`config.mk`:
```
export PLATFORM = sky130hd
export DESIGN_NAME = pscpwm_top
export DESIGN_NICKNAME = d
export VERILOG_FILES = /design/src/rtl/psc_pkg.sv /design/src/rtl/psc_phase_ctr.sv /design/src/rtl/psc_carrier.sv /design/src/rtl/psc_cell.sv /design/src/rtl/pscpwm_top.sv
export SDC_FILE = /design/constraint.sdc
export NUM_CORES = 1
export LEC_CHECK = 0
export ABC_AREA = 1
export BUFFER_PORTS_ARGS = -buffer_cell sky130_fd_sc_hd__buf_2
export CORE_MARGIN = 10
export CORE_UTILIZATION = 36
export CTS_CLUSTER_DIAMETER = 60
export DETAILED_ROUTE_END_ITERATION = 7
export SYNTH_ARGS = -nofsm -noshare
export SYNTH_HDL_FRONTEND = slang
export SYNTH_SLANG_ARGS = --single-unit
```
`constraint.sdc`:
```
create_clock -name clk -period 17.4 [get_ports clk]
set_input_delay 1.74 -clock clk [delete_from_list [all_inputs] [get_ports clk]]
set_output_delay 1.74 -clock clk [all_outputs]
set_load 0.005 [all_outputs]
```
`src/rtl/psc_pkg.sv`:
```
package psc_pkg;

    localparam int unsigned NUM_CELLS = 2;
    localparam int unsigned NUM_CARR  = 2 * NUM_CELLS;
    localparam int unsigned LVL_W     = 3;

    typedef logic signed [LVL_W-1:0] lvl_t;

    typedef struct packed {
        logic leg_a;
        logic leg_b;
    } cell_legs_t;

    function automatic lvl_t cell_contrib(cell_legs_t l);
        return lvl_t'({2'b00, l.leg_a}) - lvl_t'({2'b00, l.leg_b});
    endfunction

endpackage

```
`src/rtl/psc_phase_ctr.sv`:
```
module psc_phase_ctr #(
    parameter int unsigned CNT_W = 10
) (
    input  logic             clk,
    input  logic             rst,
    input  logic             en,
    input  logic [CNT_W-1:0] per_in,
    output logic [CNT_W-1:0] half_p,
    output logic [CNT_W:0]   ph
);

    logic [CNT_W-1:0] per_eff;
    logic [CNT_W:0]   full;

    assign per_eff = (per_in < CNT_W'(2)) ? CNT_W'(2) : {per_in[CNT_W-1:1], 1'b0};
    assign full    = {half_p, 1'b0};

    always_ff @(posedge clk) begin
        if (rst || !en) begin
            ph     <= '0;
            half_p <= per_eff;
        end else if (ph == full - (CNT_W+1)'(1)) begin
            ph     <= '0;
            half_p <= per_eff;
        end else begin
            ph     <= ph + (CNT_W+1)'(1);
        end
    end

    p_phase_in_range_r3: assert property (@(posedge clk) disable iff (rst)
        ph < full);

    p_period_even_r4: assert property (@(posedge clk) disable iff (rst)
        (half_p[0] == 1'b0) && (half_p >= CNT_W'(2)));

    p_restart_r2: assert property (@(posedge clk) disable iff (rst)
        !en |=> (ph == '0));

endmodule

```
`src/rtl/psc_carrier.sv`:
```
module psc_carrier #(
    parameter int unsigned CNT_W = 10,
    parameter int unsigned IDX   = 0
) (
    input  logic [CNT_W:0]          ph,
    input  logic [CNT_W-1:0]        half_p,
    output logic signed [CNT_W+1:0] carr
);

    localparam int unsigned AW = CNT_W + 3;

    logic [AW-1:0]        off, sum, full2, q, tri_v;
    logic signed [AW-1:0] cw;

    assign off   = AW'(half_p >> 1) * AW'(IDX);
    assign sum   = AW'(ph) + off;
    assign full2 = AW'({half_p, 1'b0});
    assign q     = (sum >= full2) ? sum - full2 : sum;
    assign tri_v = (q < AW'(half_p)) ? q : full2 - q;
    assign cw    = $signed({tri_v[AW-2:0], 1'b0}) - $signed(AW'(half_p));
    assign carr  = cw[CNT_W+1:0];

endmodule

```
`src/rtl/psc_cell.sv`:
```
module psc_cell
    import psc_pkg::*;
#(
    parameter int unsigned CW = 14
) (
    input  logic signed [CW-1:0] ref_x,
    input  logic signed [CW-1:0] carr_a,
    input  logic signed [CW-1:0] carr_b,
    output cell_legs_t           legs
);

    always_comb begin
        legs.leg_a = ref_x > carr_a;
        legs.leg_b = carr_b > ref_x;
    end

endmodule

```
`src/rtl/pscpwm_top.sv`:
```
module pscpwm_top
    import psc_pkg::*;
#(
    parameter int unsigned CNT_W = 10,
    parameter int unsigned REF_W = 12
) (
    input  logic                    clk,
    input  logic                    rst,
    input  logic                    en,
    input  logic signed [REF_W-1:0] ref_in,
    input  logic [CNT_W-1:0]        half_period,
    output logic [NUM_CARR-1:0]     gate,
    output logic signed [LVL_W-1:0] level
);

    localparam int unsigned CMP_W = ((REF_W > CNT_W + 2) ? REF_W : CNT_W + 2) + 1;

    logic [CNT_W-1:0]        half_p;
    logic [CNT_W:0]          ph;
    logic signed [CNT_W+1:0] carr   [NUM_CARR];
    logic signed [CMP_W-1:0] carr_x [NUM_CARR];
    logic signed [CMP_W-1:0] ref_x;
    cell_legs_t              legs   [NUM_CELLS];
    lvl_t                    lvl_nxt;
    logic [NUM_CARR-1:0]     gate_nxt;

    psc_phase_ctr #(.CNT_W(CNT_W)) u_ctr (
        .clk(clk), .rst(rst), .en(en), .per_in(half_period),
        .half_p(half_p), .ph(ph)
    );

    assign ref_x = CMP_W'(ref_in);

    for (genvar k = 0; k < NUM_CARR; k++) begin : g_carr
        psc_carrier #(.CNT_W(CNT_W), .IDX(k)) u_carr (
            .ph(ph), .half_p(half_p), .carr(carr[k])
        );
        assign carr_x[k] = CMP_W'(carr[k]);
    end

    for (genvar j = 0; j < NUM_CELLS; j++) begin : g_cell
        psc_cell #(.CW(CMP_W)) u_cell (
            .ref_x(ref_x), .carr_a(carr_x[j]), .carr_b(carr_x[j+NUM_CELLS]),
            .legs(legs[j])
        );
        assign gate_nxt[2*j]   = legs[j].leg_a;
        assign gate_nxt[2*j+1] = legs[j].leg_b;
    end

    always_comb begin
        lvl_nxt = '0;
        for (int j = 0; j < NUM_CELLS; j++) begin
            lvl_nxt = lvl_nxt + cell_contrib(legs[j]);
        end
    end

    always_ff @(posedge clk) begin
        if (rst || !en) begin
            gate  <= '0;
            level <= '0;
        end else begin
            gate  <= gate_nxt;
            level <= lvl_nxt;
        end
    end

    p_idle_quiet_r2: assert property (@(posedge clk) disable iff (rst)
        !en |=> (gate == '0) && (level == '0));

    p_mirror_pairs_r3: assert property (@(posedge clk) disable iff (rst)
        (carr[0] == -carr[2]) && (carr[1] == -carr[3]));

    p_level_sum_r8: assert property (@(posedge clk) disable iff (rst)
        level == ($signed({2'b00, gate[0]}) - $signed({2'b00, gate[1]})
                + $signed({2'b00, gate[2]}) - $signed({2'b00, gate[3]})));

endmodule

```
==> impl_metrics.sql <==
INSERT INTO impl_metrics (metric_group, metric, value, unit) VALUES
('run_status', 'run_status', 'completed', ''),
('global_route', 'grt_antenna_before_repair', '0', ''),
('sta', 'timing.clock.skew', '0.01185', 'ns'),
('worst_hold_path', 'hold_path_class', 'flop to flop', ''),
('synth', 'yosysUniqueCellTypes', '60', ''),
('drt', 'route.vias.total', '11360', ''),
('sta', 'final_min_period_over_clock_period', '61.23', '%'),
('synth', 'syn-instance-count', '1803', ''),
('sta', 'setup_viol', '0', ''),
('clock_tree', 'clock_tree.htree_level_count', '1', ''),
('drt', 'detailedRoute.firstIterationViolations', '789', ''),
('synth', 'postSynthRegisterBits', '27', ''),
('synth', 'yosys-mux-area-fraction', '0', '%'),
('placed_design', 'place.gp.congestion', '0.9037', ''),
('setup_path', 'critPathRequiredTime', '17.63', 'ns'),
('power', 'peakVddDrop', '64.73', 'uV'),
('sta', 'tightest_slew', '0.9099', 'ns'),
('drt', 'detailedRoute.firstPassIterationCount', '5', ''),
('synth', 'synth_area_per_cell', '6.385', 'um^2'),
('clock_tree', 'tritoncts', 'yes', ''),
('clock_tree', 'post_cts_hold_buffer_count', '0', ''),
('synth', 'synth_most_common_cell', 'sky130_fd_sc_hd__nand2_1', ''),
('synth', 'asyncSetResetFlopFracSynth', '0', '%'),
('finish', 'final_nets', '2109', ''),
('power', 'totalPowerFinal', '0.001265', 'W'),
('setup_path', 'worst_setup_path_start_kind', 'flop', ''),
('finish', 'layout-drive-gt1-share', '8.115', '%'),
('synth', 'mapped_nets', '2075', ''),
('sta', 'period_minus_slack', '10.65', 'ns'),
('synth', 'synth.cell_area', '11510', 'um^2'),
('clock_tree', 'clockRootBuffer', 'sky130_fd_sc_hd__clkbuf_16', ''),
('placed_design', 'dpl.hpwl', '27170', 'um'),
('sta', 'rsz0062_at_grt', 'no', ''),
('clock_tree', 'cts.repair.resized', '0', ''),
('clock_tree', 'cts-buffers-inserted', '3', ''),
('sta', 'max_freq', '93.85', 'MHz'),
('synth', 'number_of_synthesized_flops_with_an_enable_pin', '9', ''),
('floorplan', 'initial_utilization', '36.48', '%'),
('placed_design', 'io_buffers', '30', ''),
('drt', 'drt-vias-per-instance', '5.077', ''),
('global_route', 'grt_use_total', '16.94', '%'),
('floorplan', 'die_area', '39530', 'um^2'),
('sta', 'final.setup.tns', '0', 'ns'),
('job', 'maxCapViolCount', '0', ''),
('floorplan', 'rows', '65', ''),
('synth', 'netlist_top_cells_count', 'sky130_fd_sc_hd__nand2_1 (417), sky130_fd_sc_hd__inv_1 (285), sky130_fd_sc_hd__ha_1 (234), sky130_fd_sc_hd__a21oi_1 (155), sky130_fd_sc_hd__nor2_1 (125)', ''),
('global_route', 'globalRoute.totalOverflow', '0', ''),
('synth', 'dominantRegCellSynth', 'sky130_fd_sc_hd__dfxtp_1', ''),
('global_route', 'via_count_of_the_first_global_routing_pass', '10710', ''),
('sta', 'final-hold-violation-count', '0', ''),
('setup_path', 'cpPeakStageDelay', '0.61', 'ns'),
('drt', 'final_antenna_net_count', '0', ''),
('synth', 'synthSimpleGateAreaFrac', '29.32', '%'),
('synth', 'netlist.area_leader.share', '25.43', '%'),
('clock_tree', 'post-cts-setup-buffers', '0', ''),
('synth', 'post_synthesis_adder_cell_area_fraction', '27.69', '%'),
('setup_path', 'crit_path_max_fanout', '15', ''),
('floorplan', 'die_height', '198.8', 'um'),
('synth', 'yosysTopAreaCell', 'sky130_fd_sc_hd__ha_1', ''),
('synth', 'post_synth_main_area_contributors', 'sky130_fd_sc_hd__ha_1 (25%), sky130_fd_sc_hd__nand2_1 (14%), sky130_fd_sc_hd__inv_1 (9.3%)', ''),
('global_route', 'grt_pass1_wl', '54140', 'um'),
('power', 'p_leak', '6.571', 'nW'),
('floorplan', 'die_w', '198.8', 'um'),
('setup_path', 'timing.critical_path.slowest_stage_cell', 'sky130_fd_sc_hd__fa_1', ''),
('synth', 'synthXorXnorAreaFrac', '9.814', '%'),
('setup_path', 'path_class', 'flop to flop', ''),
('synth', 'synth_top_family_by_area', 'simple AND/OR/NAND/NOR gates', ''),
('finish', 'n_antenna_cell', '0', ''),
('setup_path', 'crit_path_frequent_cell', 'sky130_fd_sc_hd__a21oi_1', ''),
('synth', 'synth_compound_area_share', '16.69', '%'),
('drt', 'wl_per_cell', '15.07', 'um');
## critical path, delay by kind of cell, from the launching register on
family                     cells  cell delay [ns]
xor gates and xnor gates       1             0.14
and+or+nand+nor               19             2.05
DFF                            1             0.32
AOI/OAI and AO/OA             19             3.73
adders and majority gates      9             3.11
buffers and inverters          9             1.21
## layout make-up
cell class / count / area [um^2]
Multi-Input combinational cell: 1458 / 9615
Timing Repair Buffer: 48 / 285.3
Inverter: 299 / 1137
Tap cell: 402 / 503.0
Fill cell: 3379 / 19300
Clock inverter: 1 / 8.758
Clock buffer: 3 / 75.07
Sequential cell: 27 / 630.6
## sequential cells by signal, indices dropped and copies added (netlist names)
signal,cells
level,3
u_ctr.half_p,9
u_ctr.ph,11
gate,4
## metal layers
layer | track usage, % | vias up | share of wire [%] | routed length, um
li1 | - | 6002 | - | -
met3 | 2.095 | 38 | 4.9 | 1665
met1 | 23.32 | 5060 | 50 | 16790
met2 | 27.52 | 262 | 43 | 14540
met5 | 0 | - | 0 | 0
met4 | 3.589 | 0 | 2.2 | 740
## worst paths after layout
path / startpoint / end / slack [ns] / cells past startpoint
worst max-delay path: u_ctr.half_p[3] / level[1] / 6.75 / 57
worst min-delay path: u_ctr.ph[0] / u_ctr.ph[0] / 0.56 / 1
worst max register to register: u_ctr.half_p[3] / level[1] / 6.75 / 57
worst min register to register: u_ctr.ph[0] / u_ctr.ph[0] / 0.56 / 1
## cell usage in the layout, fill, tap and decap left out, drive strengths merged, types with 3 or more instances in the layout
cell type and n:
a21o 9, nor3 29, nand4 21, a21boi 3, or2 12, a21oi 158
buf 48, inv 299, o2111ai 8, and2 3, xnor2 46, o21a 6
o211ai 4, fa 13, o311ai 3, o21ai 106, xor2 83, clkbuf 3
a31oi 5, edfxtp 9, o21bai 12, nand2 446, nor2 131, o31ai 9
nand3b 8, nand3 96, dfxtp 18, ha 234
## power by group
group          switching (W)  internal, W  total [W]
Sequential        0.00000160    0.0000716  0.0000732
Combinational       0.000670     0.000461    0.00113
Clock              0.0000289    0.0000321  0.0000610
Total               0.000700     0.000564    0.00126
## cells by family after synthesis
family,count (synthesis)
simple gates,750
xor+xnor,129
buf+inv,318
flops,27
compound gates,332
fa+ha+maj,247
## metrics by stage
step	util [%]	hold slack (ns)	worst slack [ns]	std cells	instance area (um^2)
CTS	38.84	0.5524	6.651	2238	12260
floorplan	-	0.4634	7.736	1803	11510
global route	38.84	0.5780	5.526	2238	12260
detailed placement	38.57	0.5308	6.710	2234	12170
global placement	38.57	0.5273	6.858	2234	12170
finish	38.84	0.5636	6.745	2238	12260
Note: power is estimated with default switching activity, not from simulation.
